`src/rtl/tap_codec_pkg.sv`:
```
`timescale 1ns/1ps
package tap_codec_pkg;
  // number of wire copies carried per message bit
  localparam int unsigned COPIES = 3;

  typedef enum logic [1:0] {
    SEL_A = 2'd0,
    SEL_B = 2'd1,
    SEL_C = 2'd2
  } copy_sel_e;
endpackage

```
`src/rtl/tap_encoder.sv`:
```
`timescale 1ns/1ps
module tap_encoder import tap_codec_pkg::*; #(
  parameter int unsigned MSG_W = 32,
  localparam int unsigned TRIP_W = COPIES * MSG_W,
  localparam int unsigned LINK_W = TRIP_W + 1
) (
  input  logic [MSG_W-1:0]  msg_i,
  output logic [LINK_W-1:0] code_o
);
  logic [TRIP_W-1:0] trip;

  for (genvar i = 0; i < MSG_W; i++) begin : g_bit
    for (genvar c = 0; c < COPIES; c++) begin : g_copy
      assign trip[COPIES*i + c] = msg_i[i];
    end
  end

  assign code_o = {^trip, trip};
endmodule

```
`src/rtl/tap_group_split.sv`:
```
`timescale 1ns/1ps
module tap_group_split import tap_codec_pkg::*; #(
  parameter int unsigned MSG_W = 32,
  localparam int unsigned LINK_W = COPIES * MSG_W + 1
) (
  input  logic [LINK_W-1:0] code_i,
  output logic [MSG_W-1:0]  grp_a_o,
  output logic [MSG_W-1:0]  grp_b_o,
  output logic [MSG_W-1:0]  grp_c_o,
  output logic              sent_par_o
);
  for (genvar i = 0; i < MSG_W; i++) begin : g_take
    assign grp_a_o[i] = code_i[COPIES*i];
    assign grp_b_o[i] = code_i[COPIES*i + 1];
    assign grp_c_o[i] = code_i[COPIES*i + 2];
  end

  assign sent_par_o = code_i[LINK_W-1];
endmodule

```
`src/rtl/tap_decoder.sv`:
```
`timescale 1ns/1ps
module tap_decoder import tap_codec_pkg::*; #(
  parameter int unsigned MSG_W = 32,
  localparam int unsigned LINK_W = COPIES * MSG_W + 1
) (
  input  logic [LINK_W-1:0] code_i,
  output logic [MSG_W-1:0]  msg_o,
  output logic              burst_o
);
  logic [MSG_W-1:0] grp_a, grp_b, grp_c;
  logic             sent_par;
  logic             par_a, par_b, par_c;
  logic             par_agree;
  copy_sel_e        pick;

  tap_group_split #(.MSG_W(MSG_W)) u_split (
    .code_i    (code_i),
    .grp_a_o   (grp_a),
    .grp_b_o   (grp_b),
    .grp_c_o   (grp_c),
    .sent_par_o(sent_par)
  );

  assign par_a     = ^grp_a;
  assign par_b     = ^grp_b;
  assign par_c     = ^grp_c;
  assign par_agree = (par_a == par_b) && (par_b == par_c);

  // parity-led choice, whole-copy comparison when parities give no hint
  always_comb begin
    if (par_agree) begin
      if (grp_a == grp_b)      pick = SEL_A;
      else if (grp_b == grp_c) pick = SEL_B;
      else                     pick = SEL_C;
    end else begin
      if (par_a == sent_par)      pick = SEL_A;
      else if (par_b == sent_par) pick = SEL_B;
      else                        pick = SEL_C;
    end
  end

  always_comb begin
    unique case (pick)
      SEL_A:   msg_o = grp_a;
      SEL_B:   msg_o = grp_b;
      default: msg_o = grp_c;
    endcase
  end

  assign burst_o = par_agree && (par_a != sent_par);
endmodule

```
`src/rtl/tap_pipe_stage.sv`:
```
`timescale 1ns/1ps
module tap_pipe_stage #(
  parameter int unsigned W   = 8,
  parameter bit          REG = 1'b1
) (
  input  logic         clk,
  input  logic         rst_n,
  input  logic         in_valid,
  output logic         in_ready,
  input  logic [W-1:0] in_data,
  output logic         out_valid,
  input  logic         out_ready,
  output logic [W-1:0] out_data
);
  if (REG) begin : g_reg
    logic         held_v;
    logic [W-1:0] held_d;

    assign in_ready  = !held_v || out_ready;
    assign out_valid = held_v;
    assign out_data  = held_d;

    always_ff @(posedge clk or negedge rst_n) begin
      if (!rst_n)        held_v <= 1'b0;
      else if (in_ready) held_v <= in_valid;
    end

    always_ff @(posedge clk) begin
      if (in_ready && in_valid) held_d <= in_data;
    end
  end else begin : g_wire
    assign in_ready  = out_ready;
    assign out_valid = in_valid;
    assign out_data  = in_data;
  end
endmodule

```
`src/rtl/tap_link_codec.sv`:
```
`timescale 1ns/1ps
module tap_link_codec import tap_codec_pkg::*; #(
  parameter int unsigned MSG_W   = 32,
  parameter bit          REG_OUT = 1'b1
) (
  input  logic               clk,
  input  logic               rst_n,
  input  logic               enc_in_valid,
  output logic               enc_in_ready,
  input  logic [MSG_W-1:0]   enc_in_msg,
  output logic               enc_out_valid,
  input  logic               enc_out_ready,
  output logic [3*MSG_W:0]   enc_out_code,
  input  logic               dec_in_valid,
  output logic               dec_in_ready,
  input  logic [3*MSG_W:0]   dec_in_code,
  output logic               dec_out_valid,
  input  logic               dec_out_ready,
  output logic [MSG_W-1:0]   dec_out_msg,
  output logic               dec_out_burst
);
  localparam int unsigned LINK_W = COPIES * MSG_W + 1;

  logic [LINK_W-1:0] enc_code;
  logic [MSG_W-1:0]  dec_msg;
  logic              dec_burst;

  tap_encoder #(.MSG_W(MSG_W)) u_enc (
    .msg_i (enc_in_msg),
    .code_o(enc_code)
  );

  tap_pipe_stage #(.W(LINK_W), .REG(REG_OUT)) u_enc_stage (
    .clk      (clk),
    .rst_n    (rst_n),
    .in_valid (enc_in_valid),
    .in_ready (enc_in_ready),
    .in_data  (enc_code),
    .out_valid(enc_out_valid),
    .out_ready(enc_out_ready),
    .out_data (enc_out_code)
  );

  tap_decoder #(.MSG_W(MSG_W)) u_dec (
    .code_i (dec_in_code),
    .msg_o  (dec_msg),
    .burst_o(dec_burst)
  );

  tap_pipe_stage #(.W(MSG_W+1), .REG(REG_OUT)) u_dec_stage (
    .clk      (clk),
    .rst_n    (rst_n),
    .in_valid (dec_in_valid),
    .in_ready (dec_in_ready),
    .in_data  ({dec_burst, dec_msg}),
    .out_valid(dec_out_valid),
    .out_ready(dec_out_ready),
    .out_data ({dec_out_burst, dec_out_msg})
  );
endmodule

```
`config.mk`:
```
export PLATFORM = sky130hd
export DESIGN_NAME = tap_link_codec
export DESIGN_NICKNAME = d
export VERILOG_FILES = /design/src/rtl/tap_codec_pkg.sv /design/src/rtl/tap_encoder.sv /design/src/rtl/tap_group_split.sv /design/src/rtl/tap_decoder.sv /design/src/rtl/tap_pipe_stage.sv /design/src/rtl/tap_link_codec.sv
export SDC_FILE = /design/constraint.sdc
export NUM_CORES = 1
export LEC_CHECK = 0
export ABC_AREA = 1
export BUFFER_PORTS_ARGS = -buffer_cell sky130_fd_sc_hd__buf_4
export CORE_MARGIN = 3
export CORE_UTILIZATION = 42
export DETAILED_ROUTE_END_ITERATION = 6
export GPL_ROUTABILITY_DRIVEN = 0
export PLACE_DENSITY = 0.72
export SYNTH_ARGS = -nofsm -noshare
export SYNTH_HDL_FRONTEND = slang
export SYNTH_HIERARCHICAL = 1
export SYNTH_SLANG_ARGS = --single-unit
```
`constraint.sdc`:
```
create_clock -name clk -period 7.9 [get_ports clk]
set_clock_uncertainty 0.15 [all_clocks]
set_input_delay 1.975 -clock clk [delete_from_list [all_inputs] [get_ports clk]]
set_output_delay 1.975 -clock clk [all_outputs]
set_load 0.03 [all_outputs]
```
# ---- Yosys cells after proc, flatten, opt, wreduce, memory -nomap -nowiden
# Cells that the tools add are included.
dict set report totals {
  ff_bits 132
  wordCells 31
}
dict set report classes {
  eq_ne 8
  n_mux 6
  reduce_logical 13
}
# cell n
set ops {}
lappend ops {{parity 32 bit} 3}
lappend ops {{parity 96 bit} 1}
lappend ops {{== test 32 bit} 2}
lappend ops {{case mux 32 bit (2 select lines)} 1}
lappend ops {{two-way mux 2 bit} 5}
lappend ops {{== test 1 bit} 4}
lappend ops {{logical AND 1 bit} 4}
lappend ops {{== test 2 x 1 -> 1 bit (second input constant)} 1}
lappend ops {{logical NOT 1 bit} 2}
lappend ops {{logical NOT 2 bit} 1}
lappend ops {{logical OR 1 bit} 2}
lappend ops {{inequality test 1 bit} 1}

# ---- Logic depth before layout (Yosys ltp)
# Gate-level depths: netlist of run 1.
dict set report depth {
  depth_word 7
  mapped_depth 21
  ltp_nobuf 19
}

# ---- By module
# Netlist of run 1, hierarchy kept.
# module instances cells_each area_per_inst_um2
set modules_own_cells {}
lappend modules_own_cells {tap_decoder 1 974 4449.3}
lappend modules_own_cells {{tap_pipe_stage (u_enc_stage)} 1 103 2957.8}
lappend modules_own_cells {tap_encoder 1 230 1330.0}
lappend modules_own_cells {{tap_pipe_stage (u_dec_stage)} 1 39 1036.0}
lappend modules_own_cells {tap_group_split 1 97 728.2}

# ---- Worst setup path after synthesis of run 1
# No wires, ideal clock.
dict set report synth_timing {
  path_kind {input-to-reg}
  from {input enc_in_valid}
  to {register u_enc_stage.g_reg.held_d[0] (netlist: u_enc_stage/out_data[0]), enable pin}
  setup_ps 585
  arrival_ps 6700
  required_ps 7165
  slack_ps 466
  cell_stages 2
  path_cell_list {inv_1 a21oi_1}
}
dict set report synth_between {
  elab_chain_cells 1
}
# element line_no
set synth_lines {}
lappend synth_lines {{start, declared} tap_link_codec.sv:8} ;# input logic enc_in_valid,
lappend synth_lines {{logical AND 1 bit} tap_pipe_stage.sv:29} ;# if (in_ready && in_valid) held_d <= in_data;
lappend synth_lines {{end signal, assigned} tap_pipe_stage.sv:29}
lappend synth_lines {{end, declared} tap_pipe_stage.sv:17} ;# logic [W-1:0] held_d;
# No other way between the ends.
# A chain may end at the register's enable or synchronous reset.

# ---- Final worst setup path of run 1
dict set report layout_timing {
  from {input enc_out_ready}
  to {output enc_in_ready}
}
dict set report layout_between {
  elab_chain_cells 1
}
# element line_no
set layout_lines {}
lappend layout_lines {{start, declared} tap_link_codec.sv:12} ;# input logic enc_out_ready,
lappend layout_lines {{logical OR 1 bit} tap_pipe_stage.sv:19} ;# assign in_ready = !held_v || out_ready;
lappend layout_lines {{end, declared} tap_link_codec.sv:9} ;# output logic enc_in_ready,
# No other way between the ends.

==> results of run 1 <==
[power groups by stage]
stage | logic, mW | clock network [mW] | registers (mW)
final | 0.622 | 0.808 | 0.844
after floorplan | 0.393 | 0 | 0.951
after global routing | 0.683 | 0.860 | 0.847
after CTS | 0.621 | 0.825 | 0.844
after detailed placement | 0.619 | 0 | 0.859
after global placement | 0.605 | 0 | 0.859
[worst paths after layout]
path                       depth (start not counted)                               from                            endpoint
max                                                4                      enc_out_ready                        enc_in_ready
min                                                2  u_dec_stage/out_valid$_DFFE_PN0P_   u_dec_stage/out_valid$_DFFE_PN0P_
max reg2reg                                        2  u_enc_stage/out_valid$_DFFE_PN0P_  u_enc_stage/out_data[32]$_DFFE_PP_
min reg2reg                                        2  u_dec_stage/out_valid$_DFFE_PN0P_   u_dec_stage/out_valid$_DFFE_PN0P_
max in group asynchronous                          1                              rst_n   u_dec_stage/out_valid$_DFFE_PN0P_
min in group asynchronous                          1                              rst_n   u_enc_stage/out_valid$_DFFE_PN0P_
[placed cells by master, fill, tap and decap left out, types with 14 or more instances in the layout]
cell type	n
nor2_1	22
inv_1	117
nand2_1	661
clkbuf_16	17
nand2_2	14
buf_4	271
edfxtp_1	130
inv_2	22
nand3_2	30
nand4_1	17
xor2_1	27
nand3_1	132
xnor2_1	16
[per-stage QoR]
| step | cells | setup slack [ns] | area (um2) | hold slack (ns) | util |
|---|---|---|---|---|---|
| 2_1_floorplan | 1443 | 0.4659 | 10500 | 0.7447 | - |
| 3_3_place_gp | 1821 | 3.045 | 11340 | 0.4188 | 0.4635 |
| 3_5_place_dp | 1821 | 2.969 | 11340 | 0.4295 | 0.4635 |
| 4_1_cts | 1853 | 3.337 | 11940 | 0.4438 | 0.4882 |
| 5_1_grt | 1853 | 3.136 | 11940 | 0.4695 | 0.4882 |
| 6_report | 1853 | 3.340 | 11940 | 0.4392 | 0.4882 |
[layout make-up]
class | count | area (um2) | share of cell area
multi-input cells | 952 | 4410 | 0.3693
clock inverters | 15 | 178.9 | 0.01498
inverters | 142 | 534.3 | 0.04474
repair buffers | 271 | 2034 | 0.1704
flip-flops and latches | 132 | 3954 | 0.3311
well taps | 324 | 405.4 | 0.03394
clock buffers | 17 | 425.4 | 0.03562
[logic make-up after synthesis]
logic type      share of synthesized area
compound gates                   0.002383
flops                              0.3765
xor+xnor                          0.04051
simple gates                       0.3750
buf+inv                            0.2056
[per-layer routing]
layer / global-route usage / vias to the layer above
met5: 0 / -
met1: 0.2234 / 4033
li1: - / 4501
met2: 0.3382 / 388
met4: 0.05805 / 0
met3: 0.04388 / 36
[worst max-delay path, cell delays in order]
cell and delay (ns):
buf_4 0.11, inv_1 0.10, nand2_1 0.08, buf_4 0.17
[flip-flops by register name (all words and copies together) (netlist names)]
name	cells
u_enc_stage/out_data	97
u_dec_stage/out_data	33
u_dec_stage/out_valid	1
u_enc_stage/out_valid	1
[synthesized netlist by cell type]
cell type,count
nand2_1,661
buf_4,196
nand3_1,132
edfxtp_1,130
inv_1,117
nand3_2,30
xor2_1,27
inv_2,22
nor2_1,22
nand4_1,17
xnor2_1,16
buf_2,15
nand2_2,14
nor3_1,9
nand2_4,8
a21oi_1,5
buf_6,3
buf_8,3
clkinv_1,2
dfrtp_1,2
nand2b_1,2
xnor2_2,2
and2_0,1
clkinv_2,1
nand3_4,1
nand3b_1,1
nand4_2,1
nand4_4,1
nor4_1,1
xor2_2,1
==> flow_metrics.tcl, run 1 <==
set metrics [dict create \
    io_buffers 268 \
    ys_warn_count 6 \
    yosysTopAreaCell "edfxtp_1" \
    setup_tns_ns 0 \
    area_growth_pct 13.73 \
    dr.max_layer_used "met4" \
    clock_path_buffers 2 \
    seqPwrFrac 0.371 \
    min_period_ns 4.560 \
    status "finished, final reports clean" \
    ios 269 \
    clk_latency_ns 0.41 \
    cp_data_required_time_ns 5.78 \
    cts.sinks 132 \
    dp_hpwl_um 20300 \
    drv_slew 0 \
    antenna_found_initial 0 \
    min_path_type "reg -> reg" \
    fp.dieH_um 164.1 \
    cts_buffers 17 \
    n_fill_cell 2356 \
    yosys-top-cells-area "edfxtp_1, nand2_1, buf_4" \
    slew_headroom 0.3648 \
    grt_max_degree 83 \
    grt_usage 0.1887 \
    switching_share 0.3417 \
    antenna_cells 0 \
    syn_inst 1443 \
    wl_met1_um 10520 \
    core_um2 24460 \
    ys_ff_latch 132 \
    max_cap_violations 0 \
    syn_area_per_cell_um2 7.277 \
    worstMarginPinSlew_ns 0.9528 \
    ff2ff_setup_slack_ns 5.59 \
    cp_max_fo 2 \
    vias 8958 \
    syn-num-nets 1578 \
    nets 1651 \
    rows 57 \
    path_clk_slew_ns 0.06 \
    grt_pass1_wl_um 39880 \
    synthesis.area_um2 10500 \
    vias_per_cell 4.834 \
    die-area_um2 26940 \
    peakVddDrop_mv 0.1059 \
    start_kind "input port" \
    grt_pass1_vias 8064 \
    initial_core_util 0.4293 \
    p_leak_nw 6.163 \
    power.switching_mw 0.7770 \
    hold_viol 0 \
    end_kind "output pin" \
    die-width_um 164.1 \
    cts_tree "done" \
    p_total_mw 2.274 \
    synth_top_area_frac 0.3717 \
    rsz0062_at_grt "no" \
    antenna_left 0 \
    fmax_mhz 219.3 \
    grt_overflow_total 0 \
    drc 0 \
    powerDensity_nw_per_um2 190.4 \
    critPathArrivalTime_ns 2.44 \
    cts_setup_buffers 0 \
    drive_above_1_share 0.2525 \
    final.period_utilization 0.5773 \
    root_buffer "clkbuf_16" \
    drt_pass1_iterations 5 \
    cts-hold-fix-buffers 0 \
    synth_cell_types 30 \
    p_int_mw 1.497 \
    cts.repair.resized 0 \
    wl_per_cell_um 14.35 \
    finalSetupViolations 0 \
    comb_power_share 0.274 \
    wl_met2_um 13020 \
    drtIter0Drc 601 \
    p_clk_frac 0.355 \
    synth_seq_area_share 0.3765 \
    crit_type "in -> out" \
    dr_wl_met3_um 2551 \
    totalWireLength_um 26590 \
    cts-htree-levels 4 \
]
No activity file was read; power rests on OpenSTA's default activity.
==> run 2, diff against run 1 <==
ABC_AREA = 0   (was 1)
PLACE_DENSITY = 0.74   (was 0.72)
clock period = 4.5 ns   (was 7.9 ns; I/O delays follow)
==> run 2 against run 1 <==
Against the previous run: non-clock buffer count up 18; sequential share of layout area up 5.7 points; synthesized cell count down 50%; clock power up 72%; critical endpoint is now u_dec_stage/out_data[7]$_DFFE_PP_; highest routed layer is now met5; largest cell class is now sequential cells; largest power group is now combinational cells; final cell count down 42%; critical path depth up 6; clock-buffer cell count unchanged.
==> flow_metrics.tcl, run 2 <==
set metrics [dict create \
    wl_per_cell_um 21.11 \
    totalWireLength_um 22840 \
    layout.cells.most_common_list "buf_4, xnor2_1, edfxtp_1" \
    comb_power_share 0.562 \
    layout_commonest_cell "buf_4" \
    p_clk_frac 0.187 \
    cts-htree-levels 4 \
    power.switching_mw 3.257 \
    vias 5697 \
    slew_headroom 0.3484 \
    fmax_mhz 254.7 \
    grt_usage 0.1994 \
    finalSetupViolations 0 \
    io_buffers 268 \
    drv_slew 0 \
    cts.repair.resized 0 \
    cts.sinks 132 \
    utilization 0.5149 \
    clock_path_buffers 2 \
    min_path_type "in -> async" \
    largest_register_ffs 97 \
    cts_tree "done" \
    dp_hpwl_um 17390 \
    area_growth_pct 18.64 \
    initial_core_util 0.4340 \
    cts_setup_buffers 0 \
    seqPwrFrac 0.252 \
    switching_share 0.4373 \
    synthesis.area_um2 8584 \
    synth_edf_count 130 \
    antenna_left 0 \
    drc 0 \
    place_ws_ns 0.2646 \
    end_kind "flop" \
    rsz0062_at_grt "no" \
    yosys-top-cells-area "edfxtp_1, xnor2_1, buf_4" \
    netlist_top_cells_count "buf_4, xnor2_1, edfxtp_1, o41ai_1, inv_1" \
    drive_above_1_share 0.4198 \
    async_flop_share 0.01515 \
    cp_max_fo 17 \
    max_cap_violations 0 \
    synth_top_area_frac 0.4547 \
    ff2ff_setup_slack_ns 2.90 \
    powerDensity_nw_per_um2 731.1 \
    final.period_utilization 0.8725 \
    synth.most_common_cell "buf_4" \
    clk_latency_ns 0.40 \
    die-area_um2 22190 \
    nets 939 \
    grt_max_degree 98 \
    grt_overflow_total 0 \
    crit_type "in -> reg" \
    grt_pass1_wl_um 33350 \
    area.sequential_um2 3954 \
    vias_per_cell 5.265 \
    critPathArrivalTime_ns 3.94 \
    cts-hold-fix-buffers 0 \
    fp.dieH_um 149.0 \
    core_um2 19780 \
    yosysTopAreaCell "edfxtp_1" \
    ys_ff_latch 132 \
    drtIter0Drc 472 \
    p_total_mw 7.446 \
    rows 51 \
    die-width_um 149.0 \
    ys_warn_count 6 \
    cp_data_required_time_ns 4.52 \
    worstMarginPinSlew_ns 0.9742 \
    antenna_cells 0 \
    syn_inst 719 \
    p_leak_nw 3.809 \
    synth_seq_area_share 0.4606 \
    start_kind "input port" \
    synth_cell_types 27 \
    ios 269 \
    status "finished, final reports clean" \
    grt_pass1_vias 5622 \
    drt_pass1_iterations 5 \
    fin_ws_ns 0.5738 \
    n_fill_cell 1770 \
    setup_tns_ns 0 \
    path_clk_slew_ns 0.06 \
    min_period_ns 3.926 \
    synthFlopType "edfxtp_1" \
    timing.hold.ws_ns 0.3348 \
    peakVddDrop_mv 0.4125 \
    multiInputGateArea_um2 2999 \
    antenna_found_initial 2 \
    cts_buffers 17 \
    root_buffer "clkbuf_16" \
    hold_viol 0 \
    p_int_mw 4.190 \
    syn-num-nets 854 \
    syn_area_per_cell_um2 11.94 \
]
[run 2: cell count changes in the layout (fill, tap and decap cells not counted), moves of 9 or more]
| cell | change |
|---|---|
| buf_4 | +17 |
| inv_1 | -84 |
| inv_2 | -22 |
| nand2_1 | -658 |
| nand2_2 | -14 |
| nand3_1 | -132 |
| nand3_2 | -30 |
| nor2_1 | -21 |
| nor3_1 | -9 |
| o311ai_1 | +32 |
| o41ai_1 | +64 |
| xnor2_1 | +154 |
| xor2_1 | -15 |
[run 2: cell families (layout without fill, tap and decap cells)]
logic type / Yosys count / after routing / synth area share
AOI/OAI and AO/OA: 103 / 103 / 0.1049
and+or+nand+nor: 37 / 37 / 0.03250
buffers and inverters: 256 / 354 / 0.1992
xor gates and xnor gates: 191 / 191 / 0.2027
DFF: 132 / 132 / 0.4606
[run 2: worst max-delay path, cell delays in order]
cell	delay (ns)
buf_4	0.14
xnor2_1	0.22
xnor2_1	0.20
xnor2_1	0.16
xnor2_2	0.34
xor2_2	0.26
nor4_4	0.86
buf_4	0.37
o41ai_1	0.11
o311ai_1	0.14
[run 2: final cells by class]
class,instances,area share
flip-flops and latches,132,0.3882
clock buffers,17,0.04177
repair buffers,289,0.2142
inverters,33,0.01216
multi-input cells,331,0.2945
well taps,265,0.03256
clock inverters,15,0.01658
[run 2: power by group through the flow]
stage          sequential [mW]  clock (mW)  combinational, mW
5_1_grt                   1.90        1.49               4.42
2_1_floorplan             2.32           0               2.39
6_report                  1.87        1.39               4.18
4_1_cts                   1.88        1.43               4.13
3_5_place_dp              1.90           0               4.11
3_3_place_gp              1.90           0               4.08
[run 2: through the flow]
step           instance area (um2)  instances
2_1_floorplan                 8584        719
3_3_place_gp                  9590       1050
3_5_place_dp                  9590       1050
5_1_grt                      10180       1082
6_report                     10180       1082
4_1_cts                      10180       1082
[run 2: final timing paths]
path,startpoint,to,cells after the start
max,dec_in_code[58],u_dec_stage/out_data[7]$_DFFE_PP_,10
min,rst_n,u_dec_stage/out_valid$_DFFE_PN0P_,1
max reg2reg,u_enc_stage/out_valid$_DFFE_PN0P_,u_enc_stage/out_data[75]$_DFFE_PP_,3
min reg2reg,u_dec_stage/out_valid$_DFFE_PN0P_,u_dec_stage/out_valid$_DFFE_PN0P_,2
max in group asynchronous,rst_n,u_enc_stage/out_valid$_DFFE_PN0P_,1
min in group clk,u_dec_stage/out_valid$_DFFE_PN0P_,u_dec_stage/out_valid$_DFFE_PN0P_,2
[run 2: layer usage]
metal / wire length [um] / vias up / global-route usage
met2: 10940 / 385 / 0.3272
met1: 8608 / 2676 / 0.2484
met5: 24 / - / 0
li1: - / 2587 / -
met4: 708 / 4 / 0.07460
met3: 2560 / 45 / 0.06138
